===== config.mk =====
export PLATFORM = sky130hd
export DESIGN_NAME = mc_ctrl_fsm
export DESIGN_NICKNAME = d
export VERILOG_FILES = /design/src/rtl/mcc_pkg.sv /design/src/rtl/mcc_opclass.sv /design/src/rtl/mcc_next_state.sv /design/src/rtl/mcc_out_decode.sv /design/src/rtl/mc_ctrl_fsm.sv
export SDC_FILE = /design/constraint.sdc
export NUM_CORES = 1
export LEC_CHECK = 0
export BUFFER_PORTS_ARGS = -buffer_cell sky130_fd_sc_hd__buf_2
export CAP_MARGIN = 15
export CELL_PAD_IN_SITES_DETAIL_PLACEMENT = 0
export CELL_PAD_IN_SITES_GLOBAL_PLACEMENT = 2
export CORE_MARGIN = 2
export CORE_UTILIZATION = 24
export DETAILED_ROUTE_END_ITERATION = 6
export PLACE_DENSITY_LB_ADDON = 0.1
export SKIP_CTS_REPAIR_TIMING = 1
export SLEW_MARGIN = 20
export SYNTH_ARGS = -nofsm -noshare
export SYNTH_HDL_FRONTEND = slang
export SYNTH_SLANG_ARGS = --single-unit
export TNS_END_PERCENT = 5

===== constraint.sdc =====
create_clock -name clk -period 2.8 [get_ports clk]
set_clock_uncertainty 0.05 [all_clocks]
set_input_delay 0.14 -clock clk [delete_from_list [all_inputs] [get_ports clk]]
set_output_delay 0.14 -clock clk [all_outputs]
set_load 0.005 [all_outputs]

===== src/rtl/mcc_pkg.sv =====
package mcc_pkg;

    localparam int EXC_W = 5;

    typedef enum logic [3:0] {
        ST_FETCH  = 4'd0,
        ST_DECODE = 4'd1,
        ST_MADDR  = 4'd2,
        ST_MREAD  = 4'd3,
        ST_LDWB   = 4'd4,
        ST_MWRITE = 4'd5,
        ST_EXEC   = 4'd6,
        ST_RDONE  = 4'd7,
        ST_BRANCH = 4'd8,
        ST_JUMP   = 4'd9,
        ST_TRAP   = 4'd10,
        ST_INTR   = 4'd11
    } state_e;

    typedef enum logic [2:0] {
        OC_LOAD,
        OC_STORE,
        OC_ALU,
        OC_BRANCH,
        OC_JUMP,
        OC_BAD
    } opclass_e;

    typedef struct packed {
        logic             mem_rd;
        logic             mem_wr;
        logic             addr_sel;
        logic             ir_wr;
        logic             dst_sel;
        logic             rf_wr;
        logic             wb_sel;
        logic             alu_a_sel;
        logic [1:0]       alu_b_sel;
        logic [1:0]       alu_op;
        logic [1:0]       pc_src;
        logic             pc_wr;
        logic             pc_wr_cond;
        logic             epc_wr;
        logic             cause_wr;
        logic             epc_trap_sel;
        logic [EXC_W-1:0] exc_code;
    } ctl_t;

    typedef struct packed {
        state_e st;
        logic   ovf_cause;
    } seq_t;

endpackage


===== src/rtl/mcc_opclass.sv =====
module mcc_opclass
    import mcc_pkg::*;
#(
    parameter int              OP_W      = 6,
    parameter logic [OP_W-1:0] OP_LOAD   = 6'h23,
    parameter logic [OP_W-1:0] OP_STORE  = 6'h2B,
    parameter logic [OP_W-1:0] OP_ALU    = 6'h00,
    parameter logic [OP_W-1:0] OP_BRANCH = 6'h04,
    parameter logic [OP_W-1:0] OP_JUMP   = 6'h02
) (
    input  logic [OP_W-1:0] opcode,
    output opclass_e        opclass
);

    always_comb begin
        if (opcode == OP_LOAD)        opclass = OC_LOAD;
        else if (opcode == OP_STORE)  opclass = OC_STORE;
        else if (opcode == OP_ALU)    opclass = OC_ALU;
        else if (opcode == OP_BRANCH) opclass = OC_BRANCH;
        else if (opcode == OP_JUMP)   opclass = OC_JUMP;
        else                          opclass = OC_BAD;
    end

endmodule


===== src/rtl/mcc_next_state.sv =====
module mcc_next_state
    import mcc_pkg::*;
(
    input  state_e   cur,
    input  opclass_e opclass,
    input  logic     alu_ovf,
    input  logic     irq_pending,
    output state_e   nxt
);

    state_e end_of_instr;

    // An instruction boundary: fetch next, unless an interrupt waits.
    assign end_of_instr = irq_pending ? ST_INTR : ST_FETCH;

    always_comb begin
        nxt = ST_FETCH;
        unique case (cur)
            ST_FETCH:  nxt = ST_DECODE;
            ST_DECODE: begin
                unique case (opclass)
                    OC_LOAD, OC_STORE: nxt = ST_MADDR;
                    OC_ALU:            nxt = ST_EXEC;
                    OC_BRANCH:         nxt = ST_BRANCH;
                    OC_JUMP:           nxt = ST_JUMP;
                    default:           nxt = ST_TRAP;
                endcase
            end
            ST_MADDR:  nxt = (opclass == OC_STORE) ? ST_MWRITE : ST_MREAD;
            ST_MREAD:  nxt = ST_LDWB;
            ST_EXEC:   nxt = alu_ovf ? ST_TRAP : ST_RDONE;
            ST_LDWB, ST_MWRITE, ST_RDONE, ST_BRANCH, ST_JUMP:
                       nxt = end_of_instr;
            ST_TRAP, ST_INTR:
                       nxt = ST_FETCH;
            default:   nxt = ST_FETCH;
        endcase
    end

endmodule


===== src/rtl/mcc_out_decode.sv =====
module mcc_out_decode
    import mcc_pkg::*;
#(
    parameter logic [EXC_W-1:0] CODE_INT = 5'd0,
    parameter logic [EXC_W-1:0] CODE_RI  = 5'd10,
    parameter logic [EXC_W-1:0] CODE_OV  = 5'd12
) (
    input  state_e cur,
    input  logic   ovf_cause,
    output ctl_t   ctl
);

    always_comb begin
        ctl = '0;
        unique case (cur)
            ST_FETCH: begin
                ctl.mem_rd    = 1'b1;
                ctl.ir_wr     = 1'b1;
                ctl.alu_b_sel = 2'b01;
                ctl.pc_wr     = 1'b1;
            end
            ST_DECODE: begin
                ctl.alu_b_sel = 2'b11;
            end
            ST_MADDR: begin
                ctl.alu_a_sel = 1'b1;
                ctl.alu_b_sel = 2'b10;
            end
            ST_MREAD: begin
                ctl.mem_rd   = 1'b1;
                ctl.addr_sel = 1'b1;
            end
            ST_LDWB: begin
                ctl.rf_wr  = 1'b1;
                ctl.wb_sel = 1'b1;
            end
            ST_MWRITE: begin
                ctl.mem_wr   = 1'b1;
                ctl.addr_sel = 1'b1;
            end
            ST_EXEC: begin
                ctl.alu_a_sel = 1'b1;
                ctl.alu_op    = 2'b10;
            end
            ST_RDONE: begin
                ctl.dst_sel = 1'b1;
                ctl.rf_wr   = 1'b1;
            end
            ST_BRANCH: begin
                ctl.alu_a_sel  = 1'b1;
                ctl.alu_op     = 2'b01;
                ctl.pc_src     = 2'b01;
                ctl.pc_wr_cond = 1'b1;
            end
            ST_JUMP: begin
                ctl.pc_src = 2'b10;
                ctl.pc_wr  = 1'b1;
            end
            ST_TRAP: begin
                // ALU computes PC - 4 so the faulting address is saved.
                ctl.alu_b_sel    = 2'b01;
                ctl.alu_op       = 2'b01;
                ctl.pc_src       = 2'b11;
                ctl.pc_wr        = 1'b1;
                ctl.epc_wr       = 1'b1;
                ctl.cause_wr     = 1'b1;
                ctl.epc_trap_sel = 1'b1;
                ctl.exc_code     = ovf_cause ? CODE_OV : CODE_RI;
            end
            ST_INTR: begin
                ctl.pc_src   = 2'b11;
                ctl.pc_wr    = 1'b1;
                ctl.epc_wr   = 1'b1;
                ctl.cause_wr = 1'b1;
                ctl.exc_code = CODE_INT;
            end
            default: ctl = '0;
        endcase
    end

endmodule


===== src/rtl/mc_ctrl_fsm.sv =====
module mc_ctrl_fsm
    import mcc_pkg::*;
#(
    parameter int              OP_W      = 6,
    parameter logic [OP_W-1:0] OP_LOAD   = 6'h23,
    parameter logic [OP_W-1:0] OP_STORE  = 6'h2B,
    parameter logic [OP_W-1:0] OP_ALU    = 6'h00,
    parameter logic [OP_W-1:0] OP_BRANCH = 6'h04,
    parameter logic [OP_W-1:0] OP_JUMP   = 6'h02,
    parameter logic [EXC_W-1:0] CODE_INT = 5'd0,
    parameter logic [EXC_W-1:0] CODE_RI  = 5'd10,
    parameter logic [EXC_W-1:0] CODE_OV  = 5'd12
) (
    input  logic             clk,
    input  logic             rst_n,
    input  logic [OP_W-1:0]  opcode,
    input  logic             alu_zero,
    input  logic             alu_ovf,
    input  logic             irq_pending,
    output logic             mem_rd,
    output logic             mem_wr,
    output logic             addr_sel,
    output logic             ir_wr,
    output logic             dst_sel,
    output logic             rf_wr,
    output logic             wb_sel,
    output logic             alu_a_sel,
    output logic [1:0]       alu_b_sel,
    output logic [1:0]       alu_op,
    output logic [1:0]       pc_src,
    output logic             pc_wr,
    output logic             pc_wr_cond,
    output logic             pc_load,
    output logic             epc_wr,
    output logic             cause_wr,
    output logic             epc_trap_sel,
    output logic [EXC_W-1:0] exc_code
);

    seq_t     seq_d, seq_q;
    opclass_e opclass;
    state_e   st_nxt;
    ctl_t     ctl;

    mcc_opclass #(
        .OP_W      (OP_W),
        .OP_LOAD   (OP_LOAD),
        .OP_STORE  (OP_STORE),
        .OP_ALU    (OP_ALU),
        .OP_BRANCH (OP_BRANCH),
        .OP_JUMP   (OP_JUMP)
    ) opclass_i (
        .opcode  (opcode),
        .opclass (opclass)
    );

    mcc_next_state next_i (
        .cur         (seq_q.st),
        .opclass     (opclass),
        .alu_ovf     (alu_ovf),
        .irq_pending (irq_pending),
        .nxt         (st_nxt)
    );

    mcc_out_decode #(
        .CODE_INT (CODE_INT),
        .CODE_RI  (CODE_RI),
        .CODE_OV  (CODE_OV)
    ) out_i (
        .cur       (seq_q.st),
        .ovf_cause (seq_q.ovf_cause),
        .ctl       (ctl)
    );

    always_comb begin
        seq_d    = seq_q;
        seq_d.st = st_nxt;
        // Remember which trap source is taken; cleared at each decode.
        if (seq_q.st == ST_DECODE)    seq_d.ovf_cause = 1'b0;
        else if (seq_q.st == ST_EXEC) seq_d.ovf_cause = alu_ovf;
    end

    always_ff @(posedge clk or negedge rst_n) begin
        if (!rst_n) begin
            seq_q.st        <= ST_FETCH;
            seq_q.ovf_cause <= 1'b0;
        end else begin
            seq_q <= seq_d;
        end
    end

    assign mem_rd       = ctl.mem_rd;
    assign mem_wr       = ctl.mem_wr;
    assign addr_sel     = ctl.addr_sel;
    assign ir_wr        = ctl.ir_wr;
    assign dst_sel      = ctl.dst_sel;
    assign rf_wr        = ctl.rf_wr;
    assign wb_sel       = ctl.wb_sel;
    assign alu_a_sel    = ctl.alu_a_sel;
    assign alu_b_sel    = ctl.alu_b_sel;
    assign alu_op       = ctl.alu_op;
    assign pc_src       = ctl.pc_src;
    assign pc_wr        = ctl.pc_wr;
    assign pc_wr_cond   = ctl.pc_wr_cond;
    assign pc_load      = ctl.pc_wr | (ctl.pc_wr_cond & alu_zero);
    assign epc_wr       = ctl.epc_wr;
    assign cause_wr     = ctl.cause_wr;
    assign epc_trap_sel = ctl.epc_trap_sel;
    assign exc_code     = ctl.exc_code;

endmodule


After elaboration in Yosys (flattened, before gate mapping)
Cells that the tools add are included.
{"block": "word_totals", "output_inout_bits": 25, "regBits": 5, "wordCells": 66, "inputBits": 11}
{"block": "op_classes", "n_eq_ne": 19, "bitwise_logic": 2, "n_reduce_logical": 14, "n_mux": 29}
{"cell": "one-hot mux 4 bit (6 select lines)", "count": 1}
{"cell": "2-to-1 mux 3 bit", "count": 6}
{"cell": "equality test 4 x 3 -> 1 bit (second input constant)", "count": 4}
{"cell": "equality test 4 bit (second input constant)", "count": 4}
{"cell": "one-hot mux 4 bit (4 select lines)", "count": 1}
{"cell": "2-to-1 mux 1 bit", "count": 14}
{"cell": "OR reduction 2 bit", "count": 7}
{"cell": "equality test 6 bit (second input constant)", "count": 2}
{"cell": "one-hot mux 2 bit (3 select lines)", "count": 2}
{"cell": "equality test 4 x 2 -> 1 bit (second input constant)", "count": 2}
{"cell": "2-to-1 mux 4 bit", "count": 2}
{"cell": "equality test 3 x 2 -> 1 bit (second input constant)", "count": 2}
{"cell": "equality test 6 x 2 -> 1 bit (second input constant)", "count": 1}
{"cell": "equality test 6 x 3 -> 1 bit (second input constant)", "count": 1}
{"cell": "zero test 6 bit", "count": 1}
{"cell": "2-to-1 mux 5 bit", "count": 1}
{"cell": "OR reduction 5 bit", "count": 1}
{"cell": "equality test 4 x 1 -> 1 bit (second input constant)", "count": 1}
{"cell": "zero test 4 bit", "count": 1}
{"cell": "one-hot mux 2 bit (2 select lines)", "count": 1}
{"cell": "OR reduction 4 bit", "count": 1}
{"cell": "equality test 3 x 1 -> 1 bit (second input constant)", "count": 1}
{"cell": "equality test 3 bit (second input constant)", "count": 1}
{"cell": "zero test 3 bit", "count": 1}
{"cell": "5 further kinds", "count": 5}

Longest topological paths before layout
Gate-level depths: netlist of the first run.
{"block": "depth", "ltp_word": 10, "mapped_depth": 5, "mapped_depth_nobuf": 3}

By module
Synthesis of the first run repeated with hierarchy kept, for this count alone.
{"block": "hier_totals", "cells_unflattened": 83, "hier_area_um2": 629.4}
{"module": "mcc_out_decode", "n_inst": 1, "area_each_um2": 226.5, "seq_area_each_um2": 0.0, "cells_per_inst": 37}
{"module": "mcc_next_state", "n_inst": 1, "area_each_um2": 183.9, "seq_area_each_um2": 0.0, "cells_per_inst": 27}
{"module": "mc_ctrl_fsm", "n_inst": 1, "area_each_um2": 165.2, "seq_area_each_um2": 125.1, "cells_per_inst": 11}
{"module": "mcc_opclass", "n_inst": 1, "area_each_um2": 53.8, "seq_area_each_um2": 0.0, "cells_per_inst": 8}

Worst setup path after synthesis of the first run
No wires, ideal clock.
{"block": "synth_timing", "path_type": "register to register", "startpoint": "register seq_q[1] (netlist name)", "endpoint": "register seq_q[1] (netlist name)", "period_less_slack_ps": 1336, "t_required_ps": 2621, "setup_slack_ps": 1464, "n_path_buf": 1, "setup_time_ps": 129, "t_arrival_ps": 1157, "path_stages_with_launch": 5, "path_cell_list": "dfrtp_1 buf_6 nor4b_2 and4_1 a2111o_1"}
{"block": "synth_between", "elab_chain_cells": 3, "word_cells_on_any_way": 12, "classes_between": "9 x eq/ne; 1 x mux; 2 x reduce/logical"}
{"element": "start: declaration", "line_no": "mc_ctrl_fsm.sv:40", "source": "seq_t seq_d, seq_q;"}
{"element": "start signal: assignment", "line_no": "mc_ctrl_fsm.sv:88", "source": "seq_q <= seq_d;"}
{"element": "equality test 4 x 3 -> 1 bit or equality test 4 bit (tied branches)", "line_no": "mcc_next_state.sv:18", "source": "unique case (cur)"}
{"element": "OR reduction 5 bit", "line_no": "mcc_next_state.sv:18"}
{"element": "one-hot mux 4 bit (6 select lines) *", "line_no": "mcc_next_state.sv:18"}
{"element": "named net next_i.nxt[0]", "line_no": "mcc_next_state.sv:8", "source": "output state_e nxt"}
Mark *: on every way through the listed nets, which the timed path passes. The rest lies on a longest branch.
A chain may end at the register's enable or synchronous reset.

Final worst setup path of the first run
{"block": "layout_timing", "startpoint": "register seq_q[2] (netlist name)", "endpoint": "output alu_b_sel[1]"}
{"block": "layout_between", "elab_chain_cells": 3, "word_cells_on_any_way": 6, "classes_between": "3 x eq/ne; 1 x mux; 2 x reduce/logical"}
{"element": "equality test 4 bit or zero test 4 bit (tied branches)", "line_no": "mcc_out_decode.sv:15", "source": "unique case (cur)"}
{"element": "OR reduction 2 bit (no line)"}
{"element": "one-hot mux 2 bit (3 select lines) *", "line_no": "mcc_out_decode.sv:15"}
{"element": "end: declaration", "line_no": "mc_ctrl_fsm.sv:28", "source": "output logic [1:0] alu_b_sel,"}
Mark *: on every way between the ends. The rest lies on a longest branch, timed or not.

==> results.yml, run 1 <==
status:
  outcome: "finished, final reports clean"
setup_path:
  arrival_ns: 1.63
  critPathMaxFanout: 17
  cp.required_ns: 2.61
  r2r-start: "seq_q[3]"
  r2r_slack_ns: 1.08
  cp-start-kind: "register"
  cpPeakStageDelay_ns: 0.69
  slowest_stage: "dfrtp_1"
  cp-end-kind: "output pin"
  crit_start: "seq_q[2]"
  critPathTopFamily: "flip-flops"
  cp_cell_sequence: "and2b_1, nand2_1, nand2b_1, buf_2"
  critPathBufInv: 1
  worstSetupPathType: "reg2out"
logic_synthesis:
  synth-edff-count: 0
  synthFlopType: "dfrtp_1"
  synthArstFlopShare_pct: 100
  synth-warning-count: 0
  synth.distinct_cells: 40
  synth_area_leaders: "dfrtp_1 19%, nor2_1 8.5%, nor3_1 5.3%"
  synth-seq-cells: 5
  seq_area_frac_synth_pct: 19.0
  postSynthAreaPerCell_um2: 7.41
  synth_area_um2: 659
  yosys.area.top_type: "dfrtp_1"
  synthCells: 89
  yosys.area.top_type_share_pct: 19.0
floorplanning:
  fp.dieW_um: 56.4
  die_area_um2: 3180
  start_util_pct: 24.5
  num_rows: 19
  design.core.area_um2: 2690
  ios: 36
  fp.dieH_um: 56.4
cts:
  cts-buffers-inserted: 3
  root_buffer: "clkbuf_4"
  cts_sinks: 5
  tritoncts: "yes"
  clock_latency_ns: 0.24
  cts.htree.levels: 1
  clockBufferDepth: 2
  path_clk_slew_ns: 0.04
global_route:
  track_usage_pct: 12.3
  grt_pass1_vias: 728
  grt_max_degree: 20
  overflow: 0
  antenna_found_initial: 0
  grt_pass1_wl_um: 3200
sta:
  period_share_pct: 65.0
  setup_viol: 0
  layout_setup_ws_ns: 0.979
  slew_headroom_pct: 62.3
  slew_violations: 0
  tightest_slew_ns: 0.566
  min_period_ns: 1.82
  fin_tns_setup_ns: 0
  rsz0062_at_grt: "no"
  fmax_ghz: 0.549
  hold_violations: 0
layout:
  top_register: "seq_q"
  fin_nets: 130
  drive_gt1_share_pct: 33.9
  antennaDiodeCount: 0
  reg_top3: "seq_q: 5 flops"
  area_growth_pct: 26.2
  fill_cells: 319
  final_area_um2: 832
  final_cells: 149
  largest_reg_flops: 5
place:
  place_hpwl_um: 1430
  gp_congestion: 0.713
  place_ws_ns: 1.06
  dpl_cell_area_um2: 796
  dp_cells: 144
  io_buffer_count: 33
detailed_routing:
  drt_iter0_drc: 12
  via_per_inst: 4.97
  drtAntennaViolNets: 0
  vias: 740
  drt_first_pass_iters: 3
  drc: 0
  routed_wl_um: 1880
  avgRoutedWirePerCell_um: 12.6
power_and_ir_drop:
  p_per_area_nw_per_um2: 1010
  leakagePower_nw: 0.426
  peakVddDrop_uv: 348
run:
  drv_cap: 0
worst_hold_path:
  min_from: "irq_pending"
  hp-class: "in2reg"
## report_power, final
| group | internal [mW] | switching (mW) | total, mW |
|---|---|---|---|
| Clock | 0.0537 | 0.0267 | 0.0804 |
| Combinational | 0.270 | 0.257 | 0.527 |
| Sequential | 0.102 | 0.127 | 0.229 |
## worst paths after layout
kind	endpoint	cells after the start
worst max-delay path	alu_b_sel[1]	4
worst min-delay path	seq_q[1]	2
worst max register to register	seq_q[1]	3
worst min register to register	seq_q[0]	1
max in group asynchronous	seq_q[0]	2
min in group asynchronous	seq_q[3]	2
## placed cells by master (no fill, tap or decap), types with 3 or more instances in the layout
| master | synthesis | layout |
|---|---|---|
| buf_2 | 3 | 33 |
| nor2_1 | 15 | 15 |
| nor3_1 | 7 | 7 |
| nand2b_1 | 5 | 5 |
| dfrtp_1 | 5 | 5 |
| nor2b_1 | 4 | 4 |
| a21oi_1 | 4 | 4 |
| and3_1 | 3 | 3 |
| xnor2_1 | 3 | 3 |
| clkbuf_4 | 0 | 3 |
## Yosys cell counts (2+ instances only)
cell       n
o21ai_1    2
nor3b_1    2
buf_6      2
nand3_1    2
and2b_1    2
nor2_1    15
nor4_1     2
nor2b_1    4
xnor2_1    3
dfrtp_1    5
buf_4      4
nand2b_1   5
nor3_1     7
buf_2      3
a21oi_1    4
and3_1     3
## per-layer routing
metal	global-route usage (%)	vias up	share of wire, %
li1	-	377	-
met1	15.4	342	45
met5	0	-	0
met4	4.08	0	0
met3	1.15	0	4.6
met2	21.8	21	50
## through the flow
step           power (mW)  utilization, %  hold slack, ns
2_1_floorplan       0.595               -          -0.206
3_3_place_gp        0.771            29.6         -0.0924
3_5_place_dp        0.770            29.6         -0.0929
4_1_cts             0.855            30.6          -0.348
5_1_grt             0.930            31.0           0.143
6_report            0.837            31.0           0.142
## logic make-up after synthesis
logic type,share of synthesized area [%]
AND/OR/NAND/NOR,47.4
AO/OA/AOI/OAI,17.6
other,0.569
XOR/XNOR,3.99
flip-flops,19.0
buffers and inverters,11.4
## cell type report
class | instances | area [um^2] | share of cell area [%]
Clock buffer | 4 | 26.3 | 3.16
Inverter | 1 | 3.75 | 0.451
Multi-Input combinational cell | 74 | 463 | 55.6
Sequential cell | 5 | 125 | 15.0
Tap cell | 31 | 38.8 | 4.66
Timing Repair Buffer | 34 | 175 | 21.1
Note: power is estimated with default switching activity, not from simulation.
==> inputs of run 2 (changes only) <==
--- a/config.mk
+++ b/config.mk
@@ -10,7 +10,7 @@
 export CELL_PAD_IN_SITES_DETAIL_PLACEMENT = 0
 export CELL_PAD_IN_SITES_GLOBAL_PLACEMENT = 2
 export CORE_MARGIN = 2
-export CORE_UTILIZATION = 24
+export CORE_UTILIZATION = 22
 export DETAILED_ROUTE_END_ITERATION = 6
 export PLACE_DENSITY_LB_ADDON = 0.1
 export SKIP_CTS_REPAIR_TIMING = 1
==> constraint.sdc (replaced) <==
create_clock -name clk -period 1.9 [get_ports clk]
set_clock_uncertainty 0.05 [all_clocks]
set_input_delay 0.095 -clock clk [delete_from_list [all_inputs] [get_ports clk]]
set_output_delay 0.095 -clock clk [all_outputs]
set_load 0.005 [all_outputs]
==> run 2 against run 1 <==
  * Sequential cell count is the same
  * The run now ends with design-rule violations left
  * Sequential share of layout area grew 0.12 points
  * Largest cell class unchanged
  * Critical path depth shrank 1
  * Clock power grew 54%
  * First-iteration DRC count grew to 3.1 times the previous value
  * Die area grew 8.4%
  * Global-route usage grew 0.13 points
  * Utilization shrank 0.96 points
  * Count of clock-buffer cells in the layout is the same
  * Cell count grew 0.67%
  * Worst hold slack lost 0.033 ns
  * Register-to-register slack lost 0.79 ns
==> results.yml, run 2 (synthesis gave the netlist of run 1 again) <==
sta:
  tightest_slew_ns: 0.536
  setup_viol: 0
  min_period_ns: 1.77
  fin_tns_setup_ns: 0
  period_share_pct: 93.2
  slew_violations: 0
  fmax_ghz: 0.565
  rsz0062_at_grt: "no"
  hold_violations: 0
  slew_headroom_pct: 64.2
cts:
  root_buffer: "clkbuf_4"
  cts_sinks: 5
  clock_latency_ns: 0.24
  cts-buffers-inserted: 3
  path_clk_slew_ns: 0.04
  cts.htree.levels: 1
  clockBufferDepth: 2
  tritoncts: "yes"
detailed_routing:
  drt_iter0_drc: 37
  avgRoutedWirePerCell_um: 13.2
  routed_wl_um: 1980
  drc: 2
  drtAntennaViolNets: 0
  vias: 745
  via_per_inst: 4.97
  drt_first_pass_iters: 6
power_and_ir_drop:
  p_per_area_nw_per_um2: 1510
  leakagePower_nw: 0.428
  peakVddDrop_uv: 351
status:
  outcome: "finished with violations"
  violations: "design-rule violations"
global_route:
  track_usage_pct: 12.4
  grt_pass1_vias: 699
  overflow: 0
  antenna_found_initial: 0
  grt_pass1_wl_um: 3220
  grt_max_degree: 20
setup_path:
  cp.required_ns: 1.75
  rr_worst_depth: 3
  critPathMaxFanout: 17
  arrival_ns: 1.63
  r2r_slack_ns: 0.29
  r2r-end: "seq_q[4]"
  r2r-start: "seq_q[3]"
  worstSetupPathType: "reg2out"
  cp-end-kind: "output pin"
  cp-start-kind: "register"
layout:
  reg_top3: "seq_q: 5 flops"
  fin_nets: 131
  fill_cells: 332
  area_growth_pct: 27.7
  drive_gt1_share_pct: 36.1
  final_area_um2: 842
  top_register: "seq_q"
  mostFrequentLayoutCells: "33 x buf_2, 15 x nor2_1, 7 x nor3_1"
  mostFrequentLayoutCell: "buf_2"
  largest_reg_flops: 5
  antennaDiodeCount: 0
floorplanning:
  num_rows: 19
  die_area_um2: 3450
  design.core.area_um2: 2810
  fp.dieH_um: 58.7
  start_util_pct: 23.5
  ios: 36
  fp.dieW_um: 58.7
worst_hold_path:
  whs_path_depth: 2
  hold_end: "seq_q[1]"
  hp-class: "in2reg"
  min_from: "irq_pending"
run:
  drv_cap: 0
place:
  gp_congestion: 0.728
  io_buffer_count: 33
  place_hpwl_um: 1500
  dpl_cell_area_um2: 803
[run 2: cell count changes in the layout (fill, tap and decap cells not counted)]
cell	change
dfrtp_2	+2
dfrtp_1	-2
buf_4	+1
[run 2: worst max path at each step]
stage	start	endpoint	slack (ns)	depth (start not counted)
floorplan	seq_q[1]	seq_q[1]	0.56	4
global placement	seq_q[3]	seq_q[4]	0.29	3
detailed placement	seq_q[2]	seq_q[1]	0.29	3
CTS	seq_q[1]	alu_b_sel[1]	0.09	3
global route	seq_q[4]	alu_b_sel[1]	0.02	3
finish	seq_q[4]	alu_b_sel[1]	0.13	3
[run 2: stage by stage]
step	std cells	setup slack [ns]	power [mW]	hold WS, ns	utilization [%]
2_1_floorplan	90	0.564	0.876	-0.251	-
3_3_place_gp	145	0.291	1.16	-0.135	28.6
3_5_place_dp	145	0.287	1.15	-0.134	28.6
4_1_cts	149	0.0891	1.28	-0.394	29.6
5_1_grt	150	0.0209	1.41	0.116	30.0
6_report	150	0.130	1.27	0.109	30.0
[run 2: final cells by class]
cell class                 instances  area, um^2  area share [%]
multi-input combinational         74         463            55.0
tap                               31        38.8            4.61
timing repair buffer              35         183            21.7
inverter                           1        3.75           0.446
clock buffer                       4        26.3            3.12
sequential                         5         128            15.2
[run 2: layer usage]
layer	up-vias	global-route usage, %	routed length (um)
met3	5	1.98	124
met1	329	16.4	892
met2	28	19.5	927
met5	-	0	0
met4	0	5.84	40
li1	383	-	-
[run 2: worst max-delay path: stages, from the launching register on]
cell	delay, ns
dfrtp_1	0.57
nor4b_2	0.53
nand2b_1	0.17
buf_2	0.11
[run 2: where the power goes]
part           switching [mW]  internal (mW)
sequential              0.191          0.155
clock                  0.0444         0.0794
combinational           0.390          0.411
==> inputs of run 3 (changes only) <==
--- a/config.mk
+++ b/config.mk
@@ -12,7 +12,8 @@
 export CORE_MARGIN = 2
 export CORE_UTILIZATION = 22
 export DETAILED_ROUTE_END_ITERATION = 6
-export PLACE_DENSITY_LB_ADDON = 0.1
+export HOLD_SLACK_MARGIN = 0.12
+export PLACE_DENSITY = 0.85
 export SKIP_CTS_REPAIR_TIMING = 1
 export SLEW_MARGIN = 20
 export SYNTH_ARGS = -nofsm -noshare
==> run 3 against run 2 <==
  * Fmax is 0.63% higher
  * Clock power down 5%
  * Sequential cell count is the same
  * Largest power group unchanged
  * Total power shrank 2.5%
  * Global-route usage is 1.9 points lower
  * The run still ends with design-rule violations left
  * Count of clock-buffer cells in the layout is the same
  * Critical path depth unchanged
  * First-iteration DRC count is 57% lower
  * Highest routed layer unchanged
==> results.yml, run 3 (synthesis gave the netlist of run 1 again) <==
layout:
  top_register: "seq_q"
  largest_reg_flops: 5
  multiInputGateArea_um2: 463
  drive_gt1_share_pct: 34.5
  mostFrequentLayoutCells: "33 x buf_2, 15 x nor2_1, 7 x nor3_1"
  fill_cells: 325
  mostFrequentLayoutCell: "buf_2"
  fin_nets: 131
  final_util_pct: 29.9
  reg_top3: "seq_q: 5 flops"
  ff_latch_area_um2: 125
  antennaDiodeCount: 0
  area_growth_pct: 27.3
floorplanning:
  fp.dieW_um: 58.7
  fp.dieH_um: 58.7
  design.core.area_um2: 2810
  ios: 36
  die_area_um2: 3450
  start_util_pct: 23.5
  num_rows: 19
cts:
  cts-buffers-inserted: 3
  cts.htree.levels: 1
  clock_latency_ns: 0.24
  clockBufferDepth: 2
  root_buffer: "clkbuf_4"
  path_clk_slew_ns: 0.04
  tritoncts: "yes"
  cts_sinks: 5
setup_path:
  critPathTopFamily: "flip-flops"
  cp-end-kind: "output pin"
  crit_start: "seq_q[1]"
  crit_path_end: "alu_b_sel[1]"
  critPathMaxFanout: 19
  cpPeakStageDelay_ns: 0.64
  arrival_ns: 1.61
  worst-path-stages: 3
  worstSetupPathType: "reg2out"
  r2r_slack_ns: 0.32
  cp-start-kind: "register"
  slowest_stage: "dfrtp_1"
  r2r-end: "seq_q[1]"
  rr_worst_depth: 3
  cp.required_ns: 1.75
  critPathBufInv: 1
  r2r-start: "seq_q[2]"
  cp_cell_sequence: "nor4b_2, nand2b_1, buf_2"
status:
  outcome: "finished with violations"
  violations: "design-rule violations"
sta:
  setup_viol: 0
  slew_headroom_pct: 64.7
  min_period_ns: 1.76
  hold_violations: 0
  fin_tns_setup_ns: 0
  fmax_ghz: 0.568
  rsz0062_at_grt: "no"
  slew_violations: 0
  period_share_pct: 92.6
  tightest_slew_ns: 0.529
global_route:
  antenna_found_initial: 0
  grt_pass1_vias: 615
  grt_pass1_wl_um: 2770
  grt_max_degree: 20
  track_usage_pct: 10.5
  overflow: 0
detailed_routing:
  vias: 725
  drc: 3
  via_per_inst: 4.83
  drt_iter0_drc: 16
  drt_first_pass_iters: 6
  routed_wl_um: 1770
  drtAntennaViolNets: 0
  avgRoutedWirePerCell_um: 11.8
power_and_ir_drop:
  leakagePower_nw: 0.430
  p_per_area_nw_per_um2: 1480
  peakVddDrop_uv: 302
place:
  gp_congestion: 0.718
  io_buffer_count: 33
  place_hpwl_um: 1380
worst_hold_path:
  hp-class: "in2reg"
  min_from: "irq_pending"
run:
  drv_cap: 0
[run 3: report_power, final]
part	internal [mW]	switching, mW	leakage [nW]
registers	0.150	0.179	0.0642
logic	0.411	0.381	0.351
clock network	0.0791	0.0391	0.0150
total	0.640	0.599	0.430
[run 3: stage by stage]
step | hold WS (ns) | std cells | cell area, um^2 | worst slack [ns] | power (mW)
after floorplan | -0.251 | 90 | 663 | 0.564 | 0.876
after global placement | -0.136 | 145 | 803 | 0.363 | 1.12
after detailed placement | -0.135 | 145 | 803 | 0.321 | 1.13
after CTS | -0.391 | 149 | 830 | 0.120 | 1.25
after global routing | 0.131 | 150 | 840 | 0.00251 | 1.38
final | 0.116 | 150 | 840 | 0.141 | 1.24
[run 3: worst min path at each step]
stage | to | depth (start not counted)
3_5_place_dp | seq_q[0] | 1
4_1_cts | seq_q[4] | 1
5_1_grt | seq_q[1] | 2
2_1_floorplan | seq_q[0] | 0
3_3_place_gp | seq_q[0] | 1
6_report | seq_q[1] | 2
[run 3: cell type report]
type	count	share of cell area, %
clock buffers	4	3.13
flip-flops and latches	5	14.9
repair buffers	35	21.8
inverters	1	0.447
multi-input cells	74	55.1
well taps	31	4.62
[run 3: layer usage]
metal | wire [um] | global-route usage, % | up-vias
met5 | 0 | 0 | -
met3 | 112 | 0.879 | 2
met4 | 19 | 6.82 | 0
met2 | 776 | 16.7 | 28
met1 | 861 | 13.5 | 316
li1 | - | - | 379
